**src/rtl/uart_line_tx.sv**
```systemverilog
module uart_line_tx #(
  parameter int DIV_W    = 16,
  parameter int MAX_DATA = 8,
  parameter int OVS      = 16
) (
  input  logic       clk,
  input  logic       rst_n,
  input  logic       reg_wr,
  input  logic [1:0] reg_addr,
  input  logic [7:0] reg_wdata,
  output logic [7:0] reg_rdata,
  output logic       tx,
  output logic       busy
);
  localparam int FRAME_W = MAX_DATA + 4;
  localparam int IDX_W   = $clog2(FRAME_W);
  localparam int SUB_W   = $clog2(OVS);
  localparam int HI_W    = DIV_W - 8;

  logic [7:0]         lcr;
  logic [DIV_W-1:0]   div_reg, div_act, bcnt;
  logic [SUB_W-1:0]   sub;
  logic [IDX_W-1:0]   bits_left;
  logic [FRAME_W-1:0] shreg, frame_nxt;
  logic [IDX_W-1:0]   wlen, frame_len;
  logic               busy_q, par_bit, data_ones;

  wire dlab    = lcr[7];
  wire brk     = lcr[6];
  wire wr_data = reg_wr && reg_addr == 2'd0 && !dlab;
  wire accept  = wr_data && !busy_q;
  wire tick    = busy_q && (bcnt == div_act - 1'b1);
  wire bit_end = tick && (sub == SUB_W'(OVS - 1));
  wire [DIV_W-1:0] div_eff = (div_reg == '0) ? DIV_W'(1) : div_reg;

  assign tx   = brk ? 1'b0 : shreg[0];
  assign busy = busy_q;

  assign wlen      = IDX_W'(5) + IDX_W'(lcr[1:0]);
  assign frame_len = wlen + IDX_W'(2) + IDX_W'(lcr[3]) + IDX_W'(lcr[2]);

  always_comb begin
    data_ones = 1'b0;
    for (int i = 0; i < MAX_DATA; i++)
      if (i < int'(wlen)) data_ones = data_ones ^ reg_wdata[i];
    if (lcr[5]) par_bit = ~lcr[4];
    else        par_bit = lcr[4] ? data_ones : ~data_ones;
    frame_nxt    = '1;
    frame_nxt[0] = 1'b0;
    for (int i = 0; i < MAX_DATA; i++)
      if (i < int'(wlen)) frame_nxt[i+1] = reg_wdata[i];
    if (lcr[3]) frame_nxt[wlen + IDX_W'(1)] = par_bit;
  end

  always_comb begin
    case (reg_addr)
      2'd0:    reg_rdata = dlab ? div_reg[7:0] : 8'h00;
      2'd1:    reg_rdata = dlab ? 8'(div_reg[DIV_W-1:8]) : 8'h00;
      2'd2:    reg_rdata = lcr;
      default: reg_rdata = 8'h00;
    endcase
  end

  always_ff @(posedge clk or negedge rst_n) begin
    if (!rst_n) begin
      lcr     <= '0;
      div_reg <= '0;
    end else if (reg_wr) begin
      if (reg_addr == 2'd2) lcr <= reg_wdata;
      if (dlab && reg_addr == 2'd0) div_reg[7:0] <= reg_wdata;
      if (dlab && reg_addr == 2'd1) div_reg[DIV_W-1:8] <= reg_wdata[HI_W-1:0];
    end
  end

  always_ff @(posedge clk or negedge rst_n) begin
    if (!rst_n) begin
      shreg     <= '1;
      bits_left <= '0;
      busy_q    <= 1'b0;
      bcnt      <= '0;
      sub       <= '0;
      div_act   <= DIV_W'(1);
    end else if (accept) begin
      shreg     <= frame_nxt;
      bits_left <= frame_len;
      busy_q    <= 1'b1;
      bcnt      <= '0;
      sub       <= '0;
      div_act   <= div_eff;
    end else if (busy_q) begin
      if (tick) begin
        bcnt <= '0;
        sub  <= bit_end ? '0 : sub + 1'b1;
      end else begin
        bcnt <= bcnt + 1'b1;
      end
      if (bit_end) begin
        shreg     <= {1'b1, shreg[FRAME_W-1:1]};
        bits_left <= bits_left - 1'b1;
        if (bits_left == IDX_W'(1)) busy_q <= 1'b0;
      end
    end
  end

  assert_start_low_R3: assert property (@(posedge clk) disable iff (!rst_n)
    accept |=> (brk || !tx));
  assert_idle_high_R3: assert property (@(posedge clk) disable iff (!rst_n)
    (!busy && !brk) |-> tx);
  assert_busy_set_R9: assert property (@(posedge clk) disable iff (!rst_n)
    accept |=> busy);
  assert_drop_write_R9: assert property (@(posedge clk) disable iff (!rst_n)
    (busy && wr_data && !bit_end) |=> ($stable(bits_left) && $stable(shreg)));
  assert_tick_hold_R8: assert property (@(posedge clk) disable iff (!rst_n)
    (busy && !tick) |=> $stable(sub));
  assert_len_live_R4: assert property (@(posedge clk) disable iff (!rst_n)
    busy |-> (bits_left != '0 && bits_left <= IDX_W'(FRAME_W)));
endmodule

```
**config.mk**
```make
export PLATFORM = sky130hd
export DESIGN_NAME = uart_line_tx
export DESIGN_NICKNAME = d
export VERILOG_FILES = /design/src/rtl/uart_line_tx.sv
export SDC_FILE = /design/constraint.sdc
export NUM_CORES = 1
export LEC_CHECK = 0
export BUFFER_PORTS_ARGS = -buffer_cell sky130_fd_sc_hd__buf_4
export CAP_MARGIN = 20
export CORE_ASPECT_RATIO = 0.8
export CORE_MARGIN = 2
export CORE_UTILIZATION = 35
export DETAILED_ROUTE_END_ITERATION = 7
export GPL_ROUTABILITY_DRIVEN = 0
export PLACE_DENSITY = 0.61
export SLEW_MARGIN = 0
export SYNTH_ARGS = -nofsm -noshare
export SYNTH_HDL_FRONTEND = slang
export SYNTH_SLANG_ARGS = --single-unit
```
**constraint.sdc**
```tcl
create_clock -name clk -period 9.7 [get_ports clk]
set_input_delay 0.97 -clock clk [delete_from_list [all_inputs] [get_ports clk]]
set_output_delay 0.97 -clock clk [all_outputs]
set_load 0.01 [all_outputs]
```
==> metrics.json, run 1 <==
{
  "fp.coreArea_um2": 12800,
  "num_vias": 3511,
  "vias_per_instance": 5.22,
  "worstSetupStartpointType": "flip-flop",
  "cap_viol_max_count": 0,
  "critPathTopFamily": "simple AND/OR/NAND/NOR gates",
  "clkLatencyLatePin_ps": 340,
  "pin_count": 23,
  "fin_crit_sh_pct": 40.4,
  "report.final.setup_viol": 0,
  "ys.warnings.count": 0,
  "power_per_cell_area_nw_per_um2": 250,
  "antenna_cells_inserted": 0,
  "clock_tree_from_tritoncts": "yes",
  "multiInputGateArea_um2": 2510,
  "synth-edff-count": 0,
  "outcome": "complete, no violations",
  "worst_r2r_path_depth": 8,
  "worst_hold_path_type": "input port to async pin",
  "post-route-worst-setup-slack_ps": 5780,
  "synth_top_flop_cell": "dfrtp_1",
  "combPwrFrac_pct": 33.7,
  "syn_inst": 474,
  "arrival_ps": 4170,
  "die_width_um": 132,
  "grt_first_pass_wirelength_mm": 18.2,
  "postRouteWirelength_mm": 10.6,
  "crit_chain": "or4_1 -> or3_1 -> a2111o_1 -> or3_4 -> a211oi_4 -> nand4_4 -> or4b_1 -> a31oi_1",
  "criticalPathCategory": "flip-flop to flip-flop",
  "maxSlewHeadroom_pct": 38.9,
  "combined_global_route_utilization_of_all_metal_layers_pct": 16.3,
  "synthTopCellsByCount": "nand2_1 (65), dfrtp_1 (64), nor2_1 (38), xnor2_1 (33), mux2_2 (25)",
  "pwr-share-clk_pct": 25.5,
  "seqPwrFrac_pct": 40.9,
  "count_of_state_elements_after_synthesis": 77,
  "post-dp-hpwl_mm": 7.72,
  "maximum_number_of_pins_on_one_net_before_global_route_repair": 78,
  "root_buffer": "clkbuf_16",
  "initial_antenna_violation_count": 0,
  "placedInstanceArea_um2": 4920,
  "cts-buffers-inserted": 9,
  "initial_utilization_pct": 35.8,
  "wp_buf_inv": 0,
  "rsz0062_at_grt": "no",
  "layout.area.seq_um2": 1940,
  "synth_async_sr_flop_share_pct": 100,
  "num-fill-cells": 1254,
  "seq_area_frac_synth_pct": 42.3,
  "timing_max_transition_violations_final": 0,
  "netlist.area_leader.share_pct": 34.9,
  "dr.pass1.iters": 4,
  "first_global_vias": 3563,
  "synth_most_common_cell": "nand2_1",
  "drtAntennaViolNets": 0,
  "placementRows": 37,
  "total_leakage_power_nw": 2.33,
  "distinct_cell_type_count_of_the_synthesized_netlist": 61,
  "finalSetupTns_ps": 0,
  "reg2reg_to": "bits_left[3]",
  "setup_skew_ps": 7.21,
  "critical_path_required_ps": 9950,
  "vdd.ir_drop.worst_v": 0.0000986,
  "startpoint_of_the_worst_slack_reg_to_reg_timing_path": "div_act[2]",
  "flow.area_growth_from_synthesis_pct": 14.3,
  "synth_top_cells_by_area": "dfrtp_1 (35%), dfstp_2 (7.4%), xnor2_1 (6.3%)",
  "average_instance_area_after_synthesis_um2": 9.69,
  "post_synth_instance_area_um2": 4590,
  "max_freq_mhz": 255,
  "clock-sinks": 77,
  "avgRoutedWirePerCell_um": 15.8,
  "rrSetupSlack_ps": 5780,
  "cp.depth": 8,
  "die_area_um2": 14100,
  "layout.nets": 522,
  "syn-num-nets": 503,
  "post-cts-setup-buffers": 0,
  "portBuffers": 22,
  "final_layout_size_suffix_gt1_share_pct": 17.9,
  "critPathCaptureType": "flip-flop",
  "post-route-drc-count": 0,
  "total_power_mw": 1.31,
  "post_cts.resized_instances": 0,
  "htreeDepth": 3,
  "timing_hold_violations_final": 0,
  "fin_area_um2": 5250,
  "dp_worst_setup_slack_ps": 5820,
  "chipHeight_um": 106,
  "critPathSlowestCell": "or4_1",
  "critical_path.max_fanout": 17,
  "cp_slowest_stage_delay_ps": 700,
  "p_sw_share_pct": 36.0,
  "post_cts_hold_buffer_count": 0,
  "final.min_clock_period_ps": 3920,
  "total_net_switching_power_mw": 0.473,
  "cts.reportedPaths.clkPinSlew_ps": 60,
  "worst_pin_slew_ps": 913,
  "cell_internal_pwr_mw": 0.839,
  "initialDrtViolationCount": 175,
  "cts_buffer_depth": 2,
  "synthDominantAreaCellType": "dfrtp_1",
  "overflow": 0
}
[routing by layer]
metal	routed length [um]	global-route usage, %	share of wire (%)
met5	0	0	0
met3	345	4.10	3.2
met4	123	4.04	1.2
met2	4970	26.5	47
met1	5190	21.9	49
[layout make-up]
type	instances	area share, %
clock buffers	10	4.36
clock inverters	6	1.22
inverters	17	1.22
multi-input cells	362	47.9
flip-flops and latches	77	37.0
well taps	175	4.17
repair buffers	26	4.10
[how the worst max path moves through the flow]
stage               startpoint            to
finish              div_act[2]  bits_left[3]
global route        div_act[2]  bits_left[3]
CTS                 div_act[2]  bits_left[3]
detailed placement  div_act[2]  bits_left[3]
global placement    div_act[2]  bits_left[3]
floorplan           div_act[2]  bits_left[3]
[through the flow]
step / hold WS [ps] / util, % / cells
final: 511 / 40.9 / 673
after global routing: 519 / 40.9 / 673
after CTS: 519 / 40.6 / 671
after detailed placement: 506 / 38.4 / 655
after global placement: 498 / 38.4 / 655
after floorplan: 470 / - / 474
[cell usage in the layout (no fill, tap or decap), types with 2 or more instances in the layout]
cell type,netlist,routed
nand2_1,65,65
dfrtp_1,64,64
nor2_1,38,38
xnor2_1,33,33
mux2_2,25,25
buf_4,0,25
mux2i_1,21,21
inv_1,17,17
a21oi_1,16,16
o21ai_0,15,15
ha_1,15,15
dfstp_2,13,13
nor4_1,13,12
nand3_1,11,11
a31oi_1,9,9
clkbuf_16,0,9
nor3_1,8,8
xor2_1,6,6
and3_1,6,6
nor2b_1,6,6
or3_1,6,6
a22o_1,6,6
nand2b_1,5,5
nand4_1,5,5
a21o_1,5,5
or2_2,4,4
a211oi_1,3,3
or4_1,2,2
a221o_1,2,2
o311a_1,2,2
nor3b_1,2,2
o21ai_1,2,2
a32oi_1,2,2
o311ai_0,2,2
nand3b_1,2,2
clkinvlp_4,0,2
clkinv_2,0,2
[power by group through the flow]
stage	Clock, mW	Combinational (mW)	Sequential (mW)
floorplan	0	0.353	0.502
global placement	0	0.427	0.535
detailed placement	0	0.439	0.541
CTS	0.344	0.442	0.536
global route	0.360	0.497	0.554
finish	0.334	0.442	0.536
[kinds of logic after synthesis]
family,share of synthesized area [%]
simple gates,19.5
compound gates,11.7
flops,42.3
mux,11.0
xor+xnor,7.93
buf+inv,3.08
fa+ha+maj,4.52
(Power assumes the default switching activity.)
==> inputs of run 2 (changes only) <==
--- a/config.mk
+++ b/config.mk
@@ -5,6 +5,7 @@
 export SDC_FILE = /design/constraint.sdc
 export NUM_CORES = 1
 export LEC_CHECK = 0
+export ABC_AREA = 1
 export BUFFER_PORTS_ARGS = -buffer_cell sky130_fd_sc_hd__buf_4
 export CAP_MARGIN = 20
 export CORE_ASPECT_RATIO = 0.8
@@ -12,7 +13,7 @@
 export CORE_UTILIZATION = 35
 export DETAILED_ROUTE_END_ITERATION = 7
 export GPL_ROUTABILITY_DRIVEN = 0
-export PLACE_DENSITY = 0.61
+export PLACE_DENSITY = 0.63
 export SLEW_MARGIN = 0
 export SYNTH_ARGS = -nofsm -noshare
 export SYNTH_HDL_FRONTEND = slang
==> constraint.sdc (replaced) <==
create_clock -name clk -period 3.4 [get_ports clk]
set_input_delay 0.34 -clock clk [delete_from_list [all_inputs] [get_ports clk]]
set_output_delay 0.34 -clock clk [all_outputs]
set_load 0.01 [all_outputs]
==> metrics.json, run 2 <==
{
  "met1Wirelength": {"value": 6.42, "unit": "mm", "change": "+24%"},
  "max_freq": {"value": 363, "unit": "MHz", "change": "+42%"},
  "vdd.ir_drop.worst": {"value": 0.000249, "unit": "V", "change": "+150%"},
  "critPathTopFamily": "simple AND/OR/NAND/NOR gates",
  "worstSetupStartpointType": "flip-flop",
  "average_instance_area_after_synthesis": {"value": 7.39, "unit": "um^2", "change": "-24%"},
  "cp_slowest_stage_delay": {"value": 540, "unit": "ps", "change": "-160 ps"},
  "portBuffers": {"value": 22, "change": "unchanged"},
  "die_area": {"value": 14900, "unit": "um^2", "change": "+5.7%"},
  "cts-buffers-inserted": {"value": 9, "change": "unchanged"},
  "antenna_cells_inserted": {"value": 0, "change": "unchanged"},
  "critPathCaptureType": "flip-flop",
  "report.final.setup_viol": {"value": 0, "change": "unchanged"},
  "final_common_cell": "nand2_1",
  "htreeDepth": {"value": 3, "change": "unchanged"},
  "initial_utilization": {"value": 35.9, "unit": "%", "change": "+0.064 points"},
  "vias_per_instance": {"value": 4.78, "change": "-8.4%"},
  "most-common-layout-cells": "nand2_1 (205), inv_1 (76), dfrtp_1 (64), nand3_1 (57), nor2_1 (50)",
  "worst_hold_path_type": "input port to async pin",
  "met3_length": {"value": 542, "unit": "um", "change": "+57%"},
  "post-route-drc-count": {"value": 0, "change": "unchanged"},
  "timing_max_transition_violations_final": {"value": 0, "change": "unchanged"},
  "synthTopCellsByCount": "nand2_1 (205), inv_1 (76), dfrtp_1 (64), nand3_1 (57), nor2_1 (51)",
  "pwr-share-clk": {"value": 39.1, "unit": "%", "change": "+14 points"},
  "total_power": {"value": 2.29, "unit": "mW", "change": "+74%"},
  "fin_crit_sh": {"value": 81.0, "unit": "%", "change": "+41 points"},
  "num-fill-cells": {"value": 1452, "change": "+16%"},
  "outcome": "complete, no violations",
  "final.min_clock_period": {"value": 2750, "unit": "ps", "change": "-1170 ps"},
  "pin_count": {"value": 23, "change": "unchanged"},
  "cts_buffer_depth": {"value": 2, "change": "unchanged"},
  "initialDrtViolationCount": {"value": 313, "change": "+79%"},
  "seq_area_frac_synth": {"value": 40.0, "unit": "%", "change": "-2.3 points"},
  "rsz0062_at_grt": "no",
  "worst_pin_slew": {"value": 986, "unit": "ps", "change": "+73.7 ps"},
  "synth_top_flop_cell": "dfrtp_1",
  "total_leakage_power": {"value": 2.73, "unit": "nW", "change": "+17%"},
  "finish.cell_count_without_fillers": {"value": 861, "change": "+28%"},
  "die_width": {"value": 136, "unit": "um", "change": "+2.8%"},
  "combined_global_route_utilization_of_all_metal_layers": {"value": 17.0, "unit": "%", "change": "+0.63 points"},
  "post_cts_hold_buffer_count": {"value": 0, "change": "unchanged"},
  "highest_signal_layer": "met4",
  "root_buffer": "clkbuf_16",
  "overflow": {"value": 0, "change": "unchanged"},
  "dr.pass1.iters": {"value": 4, "change": "unchanged"},
  "p_sw_share": {"value": 29.8, "unit": "%", "change": "-6.2 points"},
  "distinct_cell_type_count_of_the_synthesized_netlist": {"value": 40, "change": "-34%"},
  "layout.nets": {"value": 705, "change": "+35%"},
  "clock-sinks": {"value": 77, "change": "unchanged"},
  "power_per_cell_area": {"value": 419, "unit": "nW/um^2", "change": "+67%"},
  "synth_most_common_cell": "nand2_1",
  "post_synth_instance_area": {"value": 4860, "unit": "um^2", "change": "+5.9%"},
  "cell_seen_most_often_among_critical_path_stages": "nand2_1",
  "dp_worst_setup_slack": {"value": 637, "unit": "ps", "change": "-5180 ps"},
  "netlist.area_leader.share": {"value": 32.9, "unit": "%", "change": "-1.9 points"},
  "crit_chain": "inv_1 -> ha_1 -> nand2_2 -> inv_1 -> nand3_1 -> nand2_1 -> nand2_1 -> nand2_1 -> nor2_1 -> nand2_1 -> nor2_2 -> nand3_2 -> nand2_2 -> inv_1 -> nand2_1 -> nand2_1",
  "maximum_number_of_pins_on_one_net_before_global_route_repair": {"value": 78, "change": "unchanged"},
  "timing_hold_violations_final": {"value": 0, "change": "unchanged"},
  "clock_tree_from_tritoncts": "yes",
  "wl_met2": {"value": 4.78, "unit": "mm", "change": "-3.8%"},
  "post-route-worst-setup-slack": {"value": 646, "unit": "ps", "change": "-5130 ps"},
  "dpl.cell_count": {"value": 845, "change": "+29%"},
  "total_net_switching_power": {"value": 0.682, "unit": "mW", "change": "+44%"},
  "chipHeight": {"value": 109, "unit": "um", "change": "+2.8%"},
  "grt_first_pass_wirelength": {"value": 19.4, "unit": "mm", "change": "+6.6%"},
  "critical_path.max_fanout": {"value": 21, "change": "+4"},
  "fin_util": {"value": 40.3, "unit": "%", "change": "-0.63 points"},
  "combPwrFrac": {"value": 12.6, "unit": "%", "change": "-21 points"},
  "placedInstanceArea": {"value": 5190, "unit": "um^2", "change": "+5.5%"},
  "flow.area_growth_from_synthesis_pct": 12.3,
  "ys.warnings.count": {"value": 0, "change": "unchanged"},
  "initial_antenna_violation_count": {"value": 0, "change": "unchanged"},
  "synth-edff-count": {"value": 0, "change": "unchanged"},
  "drtAntennaViolNets": {"value": 0, "change": "unchanged"},
  "hold_slack": {"value": 129, "unit": "ps", "change": "-382 ps"},
  "maxSlewHeadroom": {"value": 34.2, "unit": "%", "change": "-4.7 points"},
  "finalSetupTns": {"value": 0, "unit": "ps", "change": "unchanged"},
  "first_global_vias": {"value": 3706, "change": "+4.0%"},
  "postRouteWirelength": {"value": 11.8, "unit": "mm", "change": "+11%"},
  "synthDominantAreaCellType": "dfrtp_1",
  "arrival": {"value": 2990, "unit": "ps", "change": "-1180 ps"},
  "clkLatencyLatePin": {"value": 340, "unit": "ps", "change": "about the same"},
  "post_cts.resized_instances": {"value": 0, "change": "unchanged"},
  "final_layout_size_suffix_gt1_share": {"value": 11.6, "unit": "%", "change": "-6.3 points"},
  "critPathSlowestCell": "dfstp_2",
  "num_vias": {"value": 4115, "change": "+17%"},
  "post-dp-hpwl": {"value": 8.75, "unit": "mm", "change": "+13%"},
  "critical_path_required": {"value": 3630, "unit": "ps", "change": "-6320 ps"},
  "synth_top_cells_by_area": "dfrtp_1 (33%), nand2_1 (16%), dfstp_2 (7.0%)",
  "cts.reportedPaths.clkPinSlew": {"value": 60, "unit": "ps", "change": "about the same"},
  "setup_skew": {"value": 7.71, "unit": "ps", "change": "+0.499 ps"},
  "cell_internal_pwr": {"value": 1.60, "unit": "mW", "change": "+91%"},
  "avgRoutedWirePerCell": {"value": 13.8, "unit": "um", "change": "-13%"},
  "cap_viol_max_count": {"value": 0, "change": "unchanged"},
  "wp_buf_inv": {"value": 3, "change": "+3"},
  "seqPwrFrac": {"value": 48.3, "unit": "%", "change": "+7.4 points"},
  "synth_async_sr_flop_share": {"value": 100, "unit": "%", "change": "unchanged"},
  "fp.coreArea": {"value": 13600, "unit": "um^2", "change": "+5.7%"},
  "post-cts-setup-buffers": {"value": 0, "change": "unchanged"},
  "criticalPathCategory": "flip-flop to flip-flop",
  "syn-num-nets": {"value": 687, "change": "+37%"},
  "fin_area": {"value": 5460, "unit": "um^2", "change": "+4.1%"},
  "count_of_state_elements_after_synthesis": {"value": 77, "change": "unchanged"},
  "syn_inst": {"value": 658, "change": "+39%"},
  "placementRows": {"value": 38, "change": "+2.7%"}
}
[run 2: cell types whose count changed after synthesis, sizes merged, moves of 15 or more]
cell	change
nand2	+145
inv	+60
nand3	+48
o21ai	+38
mux2	-26
xnor2	-24
nor2	+22
mux2i	-20
xor2	+15
[run 2: final timing paths]
path                                   end  slack [ps]  cells past startpoint    startpoint
worst min register to register    shreg[1]         460                      2      shreg[1]
max in group asynchronous       div_act[9]        2600                      1         rst_n
worst max-delay path                sub[3]         650                     16    div_act[0]
min in group clk                    lcr[5]         340                      3  reg_wdata[5]
worst min-delay path              bcnt[15]         130                      1         rst_n
worst max register to register      sub[3]         650                     16    div_act[0]
[run 2: area by class of cell]
cell class,count,area [um^2],area share [%]
repair buffers,25,188,3.44
inverters,77,289,5.29
clock inverters,5,36.3,0.665
well taps,180,225,4.12
multi-input cells,486,2550,46.6
flip-flops and latches,77,1940,35.6
clock buffers,11,233,4.26
[run 2: kinds of logic after synthesis]
kind of cell,after synthesis,share of synthesized area [%]
AOI/OAI and AO/OA,78,9.09
xor gates and xnor gates,32,6.51
adders and majority gates,16,4.27
buffers and inverters,95,7.70
DFF,77,40.0
muxes,1,0.206
and+or+nand+nor,359,32.3
[run 2: power groups by stage]
| stage | Combinational (mW) | Sequential (mW) | Clock, mW |
|---|---|---|---|
| after detailed placement | 0.288 | 1.12 | 0 |
| final | 0.289 | 1.10 | 0.894 |
| after floorplan | 0.195 | 1.07 | 0 |
| after global routing | 0.329 | 1.12 | 0.951 |
| after global placement | 0.285 | 1.12 | 0 |
| after CTS | 0.289 | 1.10 | 0.914 |
[run 2: layer usage]
| layer | GRT usage, % | vias to the layer above |
|---|---|---|
| met3 | 3.55 | 8 |
| met5 | 0 | - |
| met1 | 26.5 | 1880 |
| met4 | 4.46 | 0 |
| li1 | - | 2141 |
| met2 | 23.4 | 86 |
==> inputs of run 3 (changes only) <==
==> constraint.sdc (replaced) <==
create_clock -name clk -period 2.4 [get_ports clk]
set_input_delay 0.24 -clock clk [delete_from_list [all_inputs] [get_ports clk]]
set_output_delay 0.24 -clock clk [all_outputs]
set_load 0.01 [all_outputs]
==> metrics.json, run 3 (same netlist as run 2, synthesis figures left out) <==
{
  "reg2reg_to": "shreg[1]",
  "cap_viol_max_count": {"value": 0, "change": "unchanged"},
  "final_layout_size_suffix_gt1_share": {"value": 15.0, "unit": "%", "change": "+3.4 points"},
  "crit_chain": "inv_1 -> ha_2 -> nand2_2 -> nor2_4 -> nand3_1 -> nand2_1 -> nand3_1 -> nor2_1 -> nand2_1 -> nor2_4 -> nand3_4 -> nand2_4 -> buf_12 -> nand2_1 -> nand2_1",
  "vias_per_instance": {"value": 4.90, "change": "+2.5%"},
  "clock_tree_from_tritoncts": "yes",
  "most-common-layout-cells": "nand2_1 (205), inv_1 (75), dfrtp_1 (63), nand3_1 (56), nor2_1 (49)",
  "critical_path.max_fanout": {"value": 11, "change": "-48%"},
  "clock-sinks": {"value": 77, "change": "unchanged"},
  "critPathSlowestCell": "dfrtp_1",
  "fp.coreArea": {"value": 13600, "unit": "um^2", "change": "unchanged"},
  "holdPathStages": 3,
  "timing_max_transition_violations_final": {"value": 0, "change": "unchanged"},
  "cp_slowest_stage_delay": {"value": 400, "unit": "ps", "change": "-140 ps"},
  "outcome": "complete, no violations",
  "cell_seen_most_often_among_critical_path_stages": "nand2_1",
  "clkLatencyLatePin": {"value": 340, "unit": "ps", "change": "about the same"},
  "critPathTopFamily": "simple AND/OR/NAND/NOR gates",
  "fin_crit_sh": {"value": 92.6, "unit": "%", "change": "+12 points"},
  "htreeDepth": {"value": 3, "change": "unchanged"},
  "criticalPathCategory": "flip-flop to flip-flop",
  "worst_pin_slew": {"value": 607, "unit": "ps", "change": "-379 ps"},
  "initial_utilization": {"value": 35.9, "unit": "%", "change": "unchanged"},
  "chipHeight": {"value": 109, "unit": "um", "change": "unchanged"},
  "fin_util": {"value": 42.3, "unit": "%", "change": "+2.0 points"},
  "critPathCaptureType": "flip-flop",
  "post-dp-hpwl": {"value": 9.51, "unit": "mm", "change": "+8.6%"},
  "flow.area_growth_from_synthesis_pct": 17.9,
  "final.min_clock_period": {"value": 2220, "unit": "ps", "change": "-532 ps"},
  "worst_hold_path_type": "input port to flip-flop",
  "combined_global_route_utilization_of_all_metal_layers": {"value": 18.0, "unit": "%", "change": "+1.1 points"},
  "post-route-drc-count": {"value": 0, "change": "unchanged"},
  "dr.pass1.iters": {"value": 5, "change": "+1"},
  "maximum_number_of_pins_on_one_net_before_global_route_repair": {"value": 42, "change": "-46%"},
  "grt_first_pass_wirelength": {"value": 20.8, "unit": "mm", "change": "+7.1%"},
  "setup_skew": {"value": 9.02, "unit": "ps", "change": "+1.31 ps"},
  "num_vias": {"value": 4319, "change": "+5.0%"},
  "initial_antenna_violation_count": {"value": 0, "change": "unchanged"},
  "worstSetupStartpointType": "flip-flop",
  "layout.nets": {"value": 726, "change": "+3.0%"},
  "die_area": {"value": 14900, "unit": "um^2", "change": "unchanged"},
  "cts.reportedPaths.clkPinSlew": {"value": 70, "unit": "ps", "change": "about the same"},
  "wp_buf_inv": {"value": 2, "change": "-1"},
  "arrival": {"value": 2500, "unit": "ps", "change": "-490 ps"},
  "total_power": {"value": 3.51, "unit": "mW", "change": "+53%"},
  "rrSetupSlack": {"value": 180, "unit": "ps", "change": "-470 ps"},
  "timing_hold_violations_final": {"value": 0, "change": "unchanged"},
  "antenna_cells_inserted": {"value": 0, "change": "unchanged"},
  "whs_endpoint": "div_reg[13]",
  "placedInstanceArea": {"value": 5320, "unit": "um^2", "change": "+2.6%"},
  "initialDrtViolationCount": {"value": 288, "change": "-8.0%"},
  "fin_area": {"value": 5730, "unit": "um^2", "change": "+5.0%"},
  "cts_buffer_depth": {"value": 2, "change": "unchanged"},
  "total_leakage_power": {"value": 2.85, "unit": "nW", "change": "+4.4%"},
  "report.final.setup_viol": {"value": 0, "change": "unchanged"},
  "worst_r2r_path_depth": {"value": 15, "change": "-1"},
  "root_buffer": "clkbuf_16",
  "critical_path_required": {"value": 2680, "unit": "ps", "change": "-950 ps"},
  "overflow": {"value": 0, "change": "unchanged"},
  "maxSlewHeadroom": {"value": 59.5, "unit": "%", "change": "+25 points"},
  "max_freq": {"value": 450, "unit": "MHz", "change": "+24%"},
  "vdd.ir_drop.worst": {"value": 0.000322, "unit": "V", "change": "+29%"},
  "worst_hold_launch": "reg_wdata[5]",
  "die_width": {"value": 136, "unit": "um", "change": "unchanged"},
  "postRouteWirelength": {"value": 12.7, "unit": "mm", "change": "+7.5%"},
  "first_global_vias": {"value": 3994, "change": "+7.8%"},
  "portBuffers": {"value": 22, "change": "unchanged"},
  "drtAntennaViolNets": {"value": 0, "change": "unchanged"},
  "final_common_cell": "nand2_1",
  "avgRoutedWirePerCell": {"value": 14.4, "unit": "um", "change": "+4.9%"},
  "placementRows": {"value": 38, "change": "unchanged"},
  "cts-buffers-inserted": {"value": 9, "change": "unchanged"},
  "power_per_cell_area": {"value": 612, "unit": "nW/um^2", "change": "+46%"},
  "pin_count": {"value": 23, "change": "unchanged"},
  "startpoint_of_the_worst_slack_reg_to_reg_timing_path": "div_act[1]"
}
==> run 3: layer usage <==
| layer | vias to the layer above | global-route usage [%] | share of wire [%] |
|---|---|---|---|
| met4 | 0 | 4.24 | 1.5 |
| met3 | 19 | 4.01 | 4.9 |
| li1 | 2191 | - | - |
| met2 | 114 | 25.5 | 40 |
| met5 | - | 0 | 0 |
| met1 | 1995 | 27.7 | 53 |
==> run 3: worst max path at each step <==
stage | start | to | slack, ps | cells past startpoint
after global placement | div_act[0] | shreg[10] | 120 | 16
after CTS | div_act[0] | shreg[10] | 60 | 16
after floorplan | div_act[0] | busy | 340 | 15
after global routing | div_act[0] | shreg[10] | -9 | 16
after detailed placement | div_act[0] | shreg[10] | 90 | 16
final | div_act[1] | shreg[1] | 180 | 15
==> run 3: power by group <==
group          leakage [nW]  internal [mW]  switching, mW
Combinational          1.82          0.181          0.258
Clock                 0.154          0.921          0.586
Sequential            0.882           1.41          0.153
Total                  2.85           2.51          0.997
==> run 3: timing repair <==
item                                    CTS  global route
hold endpoints to repair                 30             0
endpoints found under the setup margin    0            27
hold buffers                              1             0
gates resized for setup                   0            14
setup buffers                             0             4
==> run 3: cell type report <==
cell class,count,area (um^2)
Sequential cell,77,1940
Clock buffer,10,229
Multi-Input combinational cell,486,2580
Fill cell,1415,7820
Inverter,77,292
Tap cell,180,225
Clock inverter,6,93.8
Timing Repair Buffer,46,368
==> run 3: stage by stage <==
| stage | instances | hold WS (ps) | worst slack, ps | setup TNS, ps |
|---|---|---|---|---|
| after floorplan | 658 | -55.6 | 345 | 0 |
| after global placement | 861 | 264 | 118 | 0 |
| after detailed placement | 861 | 267 | 91.2 | 0 |
| after CTS | 878 | 236 | 57.0 | 0 |
| after global routing | 882 | 274 | -8.74 | -8.74 |
| final | 882 | 237 | 178 | 0 |
==> run 3: worst reg2reg max path, stage by stage (launching register included) <==
cell and delay (ps):
dfrtp_1 400, inv_1 90, ha_2 230, nand2_2 100
nor2_4 170, nand3_1 80, nand2_1 70, nand3_1 90
nor2_1 130, nand2_1 100, nor2_4 180, nand3_4 110
nand2_4 120, buf_12 150, nand2_1 70, nand2_1 70
